--- config.mk ---
export PLATFORM = sky130hd
export DESIGN_NAME = bimodal_dir_pred
export DESIGN_NICKNAME = d
export VERILOG_FILES = /design/src/rtl/bpred_pkg.sv /design/src/rtl/bpred_index.sv /design/src/rtl/bpred_ctr_step.sv /design/src/rtl/bpred_table.sv /design/src/rtl/bimodal_dir_pred.sv
export SDC_FILE = /design/constraint.sdc
export NUM_CORES = 1
export LEC_CHECK = 0
export BUFFER_PORTS_ARGS = -buffer_cell sky130_fd_sc_hd__buf_2
export CAP_MARGIN = 20
export CELL_PAD_IN_SITES_DETAIL_PLACEMENT = 1
export CELL_PAD_IN_SITES_GLOBAL_PLACEMENT = 2
export CORE_ASPECT_RATIO = 0.5
export CORE_UTILIZATION = 43
export CTS_CLUSTER_SIZE = 16
export DETAILED_ROUTE_END_ITERATION = 10
export PLACE_DENSITY_LB_ADDON = 0.08
export SYNTH_ARGS = -nofsm -noshare
export SYNTH_HDL_FRONTEND = slang
export SYNTH_SLANG_ARGS = --single-unit
--- constraint.sdc ---
create_clock -name clk -period 7.1 [get_ports clk]
set_input_delay 0.71 -clock clk [delete_from_list [all_inputs] [get_ports clk]]
set_output_delay 0.71 -clock clk [all_outputs]
set_load 0.01 [all_outputs]
--- src/rtl/bpred_pkg.sv ---
package bpred_pkg;

    // Two-bit counter states; the upper bit is the direction guess.
    typedef enum logic [1:0] {
        CTR_STRONG_NT = 2'd0,
        CTR_WEAK_NT   = 2'd1,
        CTR_WEAK_TK   = 2'd2,
        CTR_STRONG_TK = 2'd3
    } ctr2_e;

    // Resolved branch outcome as it arrives from the execute side.
    typedef struct packed {
        logic valid;
        logic taken;
    } outcome_t;

    // One saturating step of a two-bit counter.
    function automatic logic [1:0] ctr2_step(input logic [1:0] cur, input logic taken);
        ctr2_e s;
        ctr2_e n;
        s = ctr2_e'(cur);
        n = s;
        if (taken) begin
            case (s)
                CTR_STRONG_NT: n = CTR_WEAK_NT;
                CTR_WEAK_NT:   n = CTR_WEAK_TK;
                CTR_WEAK_TK:   n = CTR_STRONG_TK;
                default:       n = CTR_STRONG_TK;
            endcase
        end else begin
            case (s)
                CTR_STRONG_TK: n = CTR_WEAK_TK;
                CTR_WEAK_TK:   n = CTR_WEAK_NT;
                CTR_WEAK_NT:   n = CTR_STRONG_NT;
                default:       n = CTR_STRONG_NT;
            endcase
        end
        return logic'(n[1]) ? {1'b1, n[0]} : {1'b0, n[0]};
    endfunction

    // Reset value of an entry for a given counter width.
    function automatic logic [1:0] ctr_init(input int width);
        return (width == 2) ? 2'(CTR_WEAK_NT) : 2'b00;
    endfunction

endpackage

--- src/rtl/bpred_index.sv ---
module bpred_index #(
    parameter int PC_W  = 32,
    parameter int IDX_W = 6
) (
    input  logic [PC_W-1:0]  pc,
    output logic [IDX_W-1:0] idx
);
    localparam int LO = 2;
    localparam int HI = IDX_W + 1;

    assign idx = pc[HI:LO];

    logic unused_pc_bits;
    assign unused_pc_bits = ^{pc[LO-1:0], pc[PC_W-1:HI+1]};
endmodule

--- src/rtl/bpred_ctr_step.sv ---
module bpred_ctr_step
    import bpred_pkg::*;
#(
    parameter int CTR_W = 2
) (
    input  logic [CTR_W-1:0] cur,
    input  logic             taken,
    output logic [CTR_W-1:0] nxt
);
    generate
        if (CTR_W == 1) begin : g_last_outcome
            assign nxt = taken;
            logic unused_cur;
            assign unused_cur = cur[0];
        end else begin : g_saturating
            assign nxt = CTR_W'(ctr2_step(cur[1:0], taken));
        end
    endgenerate
endmodule

--- src/rtl/bpred_table.sv ---
module bpred_table #(
    parameter int              IDX_W = 6,
    parameter int              CTR_W = 2,
    parameter logic [CTR_W-1:0] INIT = '0
) (
    input  logic             clk,
    input  logic             rst,
    input  logic [IDX_W-1:0] rd_idx,
    output logic [CTR_W-1:0] rd_ctr,
    input  logic [IDX_W-1:0] mod_idx,
    output logic [CTR_W-1:0] mod_cur,
    input  logic             wr_en,
    input  logic [CTR_W-1:0] wr_ctr
);
    localparam int ENTRIES = 1 << IDX_W;

    logic [CTR_W-1:0] ctr_q [ENTRIES];

    always_ff @(posedge clk) begin
        if (rst) begin
            for (int i = 0; i < ENTRIES; i++) begin
                ctr_q[i] <= INIT;
            end
        end else if (wr_en) begin
            ctr_q[mod_idx] <= wr_ctr;
        end
    end

    // Read ports see the stored value, so a same-cycle write is not forwarded.
    assign rd_ctr  = ctr_q[rd_idx];
    assign mod_cur = ctr_q[mod_idx];
endmodule

--- src/rtl/bimodal_dir_pred.sv ---
module bimodal_dir_pred
    import bpred_pkg::*;
#(
    parameter int PC_W  = 32,
    parameter int IDX_W = 6,
    parameter int CTR_W = 2
) (
    input  logic            clk,
    input  logic            rst,
    input  logic [PC_W-1:0] fetch_pc,
    output logic            pred_taken,
    input  logic            upd_valid,
    input  logic [PC_W-1:0] upd_pc,
    input  logic            upd_taken
);
    localparam logic [CTR_W-1:0] INIT_CTR = CTR_W'(ctr_init(CTR_W));

    logic [IDX_W-1:0] fetch_idx;
    logic [IDX_W-1:0] upd_idx;
    logic [CTR_W-1:0] fetch_ctr;
    logic [CTR_W-1:0] upd_cur;
    logic [CTR_W-1:0] upd_nxt;
    outcome_t         res;

    assign res.valid = upd_valid;
    assign res.taken = upd_taken;

    bpred_index #(.PC_W(PC_W), .IDX_W(IDX_W)) fetch_ix_i (
        .pc  (fetch_pc),
        .idx (fetch_idx)
    );

    bpred_index #(.PC_W(PC_W), .IDX_W(IDX_W)) upd_ix_i (
        .pc  (upd_pc),
        .idx (upd_idx)
    );

    bpred_table #(.IDX_W(IDX_W), .CTR_W(CTR_W), .INIT(INIT_CTR)) table_i (
        .clk     (clk),
        .rst     (rst),
        .rd_idx  (fetch_idx),
        .rd_ctr  (fetch_ctr),
        .mod_idx (upd_idx),
        .mod_cur (upd_cur),
        .wr_en   (res.valid),
        .wr_ctr  (upd_nxt)
    );

    bpred_ctr_step #(.CTR_W(CTR_W)) step_i (
        .cur   (upd_cur),
        .taken (res.taken),
        .nxt   (upd_nxt)
    );

    assign pred_taken = fetch_ctr[CTR_W-1];

    generate
        if (CTR_W > 1) begin : g_strength_bits
            logic unused_strength;
            assign unused_strength = ^fetch_ctr[CTR_W-2:0];
        end
    endgenerate
endmodule

# Word level (Yosys, flattened, before mapping)
# Memories as Yosys holds them, arrays and structs flattened.
# Index checks and enable logic that the tools add are counted.
word_totals:
  n_memories: 1
  inputBits: 68
  ram_bits: 128
  regBits: 0
op_classes:
  mux: 12
  n_eq_ne: 3
  reduce_logical: 2
memory_table:
  columns: ["memory", "depth", "width", "rd", "rd_clocked_by_memory_dff", "wr", "line", "text"]
  rows:
  - ["table_i.ctr_q", 64, 2, 2, 0, 64, "bpred_table.sv:17", "logic [CTR_W-1:0] ctr_q [ENTRIES];"]
ops:
  columns: ["op", "count"]
  rows:
  - ["one-hot mux 2 bit (2 select lines)", 2]
  - ["two-way mux 1 bit", 6]
  - ["two-way mux 2 bit", 3]
  - ["two-way mux 6 bit", 1]
  - ["equality test 2 bit (second input constant)", 2]
  - ["equality test 2 x 1 -> 1 bit (second input constant)", 1]
  - ["zero test 2 bit", 1]
  - ["OR reduction 2 bit", 1]

# Longest topological paths before layout
# An unclocked memory read counts as a cell.
depth:
  depth_word: 6
  ltp_mapped: 12

# Modules after synthesis
# Synthesis repeated with hierarchy kept, for this count alone.
hier_totals:
  hier_cells: 654
  area_unflattened_um2: 7452.1
by_module_without_submodules:
  columns: ["mod", "cells_per_inst", "area_per_inst_um2", "instances"]
  rows:
  - ["bpred_table", 639, 7335.8, 1]
  - ["bpred_index", 6, 45.0, 2]
  - ["bpred_ctr_step", 3, 26.3, 1]

# Worst setup path before layout
# No wires, ideal clock.
synth_timing:
  kind: "input to output"
  from: "in fetch_pc[2]"
  to: "out pred_taken"
  stages: 6
  arrival_ns: 2.728
  slack_ns: 3.662
  n_path_buf: 2
  cell_sequence: "clkbuf_1 > buf_2 > mux4_2 > mux4_2 > a211oi_1 > a21oi_1"
synth_between:
  elab_chain_cells: 1
synth_lines:
  columns: ["item", "line", "text"]
  rows:
  - ["start, declared", "bimodal_dir_pred.sv:10", "input logic [PC_W-1:0] fetch_pc,"]
  - ["memory read (64 x 2 bit)", null, null]
  - ["end, declared", "bimodal_dir_pred.sv:11", "output logic pred_taken,"]
# No other way between the ends.

==> impl_metrics.py <==
metrics = {
    "setup_path": {
        "endpoint_kind": "flop",
        "r2r_start": "table_i.ctr_q[14][0]",
        "cp_slowest_cell": "maj3_2",
        "cp.required_ps": 7380,
        "arrival_ps": 4610,
        "cp_max_fo": 36,
        "critPathLaunch": "upd_pc[3]",
        "start_kind": "input port",
        "crit_path_cell_trace": "buf_2 > buf_4 > mux4_2 > a22oi_1 > o22ai_1 > a311oi_1 > nand3_1 > maj3_2 > buf_4 > nand3_1",
        "worstSetupPathType": "in2reg",
        "critical_path.max_stage_delay_ps": 670,
    },
    "logic_synthesis": {
        "async_reset_ff_share_pct": 0,
        "ys_seq_area_share_pct": 53.82,
        "synth_cells": 611,
        "yosys_warnings": 0,
        "ys_ff_latch": 128,
        "synth_flop_cell": "edfxtp_1",
        "synth_area_mm2": 0.007142,
        "ys_types": 56,
        "synth_edf_count": 128,
        "synth_nets": 679,
        "syn_area_per_cell_um2": 11.69,
    },
    "routing": {
        "first_iter_violations": 642,
        "post_drt_wl_per_cell_um": 27.78,
        "drc": 0,
        "wl_met1_mm": 10.38,
        "dr_wl_met3_mm": 1.845,
        "highest_layer": "met4",
        "final_antenna_net_count": 0,
        "via_per_inst": 6.546,
        "routed_wl_mm": 22.78,
        "wl_met2_mm": 10.24,
        "first_pass_iters": 5,
        "vias": 5368,
    },
    "hold_path": {
        "worstHoldStart": "upd_pc[2]",
        "hold_path_class": "in2reg",
    },
    "clock_tree": {
        "numCtsBuffers": 17,
        "cts_setup_buffers": 0,
        "ctsResizeCount": 0,
        "path_clk_slew_ps": 60,
        "cts_hold_buf": 0,
        "cts_root_buffer": "clkbuf_16",
        "clock-sinks": 128,
        "cts_tree": "yes",
        "cts_max_path_buffers": 2,
        "clkLatencyLatePin_ps": 430,
        "ctsHtreeMaxLevel": 4,
    },
    "layout": {
        "top_register": "table_i.ctr_q",
        "layout_common_cells": "edfxtp_1 (128), nand2_1 (76), nor2_1 (43), nand3_1 (43), o21ai_0 (41)",
        "area_growth_syn_to_layout_pct": 8.462,
        "top_regs": "table_i.ctr_q: 128 flops",
        "layout_commonest_cell": "edfxtp_1",
        "fill_cells": 1664,
        "final_util_pct": 48.98,
        "nets": 654,
        "drive_gt1_share_pct": 18.86,
        "antennaDiodeCount": 0,
        "largest_register_ffs": 128,
    },
    "placement": {
        "portBuffers": 16,
        "dp_hpwl_mm": 14.44,
        "gp_congestion": 0.8277,
    },
    "grt": {
        "grt_max_degree": 68,
        "antenna_found_initial": 0,
        "first_global_vias": 5342,
        "grt_pass1_wl_mm": 34.51,
        "overflow": 0,
        "grt_usage_pct": 28.73,
    },
    "die": {
        "start_util_pct": 45.16,
        "die-area_mm2": 0.01716,
        "die_h_um": 93.13,
        "dieWidth_um": 184.3,
        "io_pins": 69,
        "core-area_mm2": 0.01582,
        "num_rows": 32,
    },
    "timing": {
        "hold_viol": 0,
        "final_max_slew_viol_count": 0,
        "fin_crit_sh_pct": 61.08,
        "period_needed_ps": 4337,
        "fin_skew_ps": 9.997,
        "tns_ps": 0,
        "setup_viol": 0,
        "maxSlewHeadroom_pct": 31.35,
        "clock.fmax_mhz": 230.6,
        "rsz0062_at_grt": "no",
        "tightest_slew_ps": 1029,
    },
    "power_and_ir_drop": {
        "leakage_nw": 2.319,
        "pwr_density_cell_mw_per_mm2": 250.9,
        "peakVddDrop_mv": 0.1547,
    },
    "flow_run": {
        "cap_violations": 0,
    },
    "outcome": {
        "status": "finished, final reports clean",
    },
}
-- stage by stage --
stage	area [µm²]	hold slack, ps	total power, mW	setup slack, ps	instances
finish	7746	842.8	1.943	2763	820
global route	7746	851.9	1.992	2657	820
CTS	7746	829.8	1.949	2851	820
detailed placement	7173	1280	1.085	2374	788
global placement	7173	1273	1.082	2486	788
floorplan	7142	941.1	1.034	3662	611
-- worst paths after layout --
kind / end / slack (ps) / cells past startpoint
max: table_i.ctr_q[19][0] / 2760 / 10
min: table_i.ctr_q[53][0] / 840 / 3
max reg2reg: table_i.ctr_q[19][0] / 3590 / 8
min reg2reg: table_i.ctr_q[44][0] / 1700 / 6
-- cell families after synthesis --
logic type / count (synthesis) / share of synthesized area (%)
and+or+nand+nor: 258 / 17.83
DFF: 128 / 53.82
adders and majority gates: 2 / 0.3153
buffers and inverters: 77 / 6.237
AOI/OAI and AO/OA: 95 / 8.970
muxes: 51 / 12.82
-- cells in the mapped netlist, types with 3 or more instances --
cell type | instances | area, µm²
a21oi_1 | 5 | 25.02
a221oi_1 | 6 | 52.55
a22o_1 | 5 | 43.79
a22oi_1 | 9 | 67.56
a2bb2oi_1 | 3 | 26.28
a31oi_1 | 3 | 18.77
and3_1 | 6 | 37.54
and3b_1 | 4 | 35.03
buf_2 | 11 | 55.05
buf_4 | 8 | 60.06
buf_6 | 15 | 168.9
clkbuf_1 | 38 | 142.6
edfxtp_1 | 128 | 3844
inv_1 | 4 | 15.01
mux2_2 | 4 | 45.04
mux2i_1 | 15 | 150.1
mux4_2 | 32 | 720.7
nand2_1 | 76 | 285.3
nand3_1 | 43 | 215.2
nand3b_1 | 3 | 22.52
nand4_1 | 19 | 118.9
nor2_1 | 45 | 168.9
nor2b_1 | 3 | 18.77
nor3_1 | 37 | 185.2
nor3b_1 | 4 | 30.03
nor4_1 | 3 | 18.77
o21ai_0 | 41 | 205.2
o221ai_1 | 3 | 26.28
o22ai_1 | 3 | 18.77
o31ai_1 | 3 | 22.52
-- layer usage --
layer  GRT usage [%]  vias to the layer above
met2           43.24                      240
met1           41.94                     2805
met3           5.569                       25
met5               0                        -
met4           8.681                        0
li1                -                     2298
-- cell type report --
class | instances | area, µm² | share of cell area [%]
clock buffer | 19 | 432.9 | 5.589
clock inverter | 13 | 140.1 | 1.809
inverter | 4 | 15.01 | 0.1938
multi-input combinational | 406 | 2860 | 36.92
sequential | 128 | 3844 | 49.62
tap | 221 | 276.5 | 3.570
timing repair buffer | 29 | 177.7 | 2.294
-- power breakdown --
group / internal [mW] / switching (mW)
Combinational: 0.0611 / 0.158
Sequential: 0.844 / 0.00916
Clock: 0.517 / 0.355
Total: 1.42 / 0.522
-- critical path, delay by kind of cell --
kind,cells,cell delay (ps)
buffers and inverters,3,1210
multiplexers,1,550
AND/OR/NAND/NOR,2,290
adder cells (fa/ha/maj),1,670
AO/OA/AOI/OAI,3,1170
Note: power is estimated with default switching activity, not from simulation.
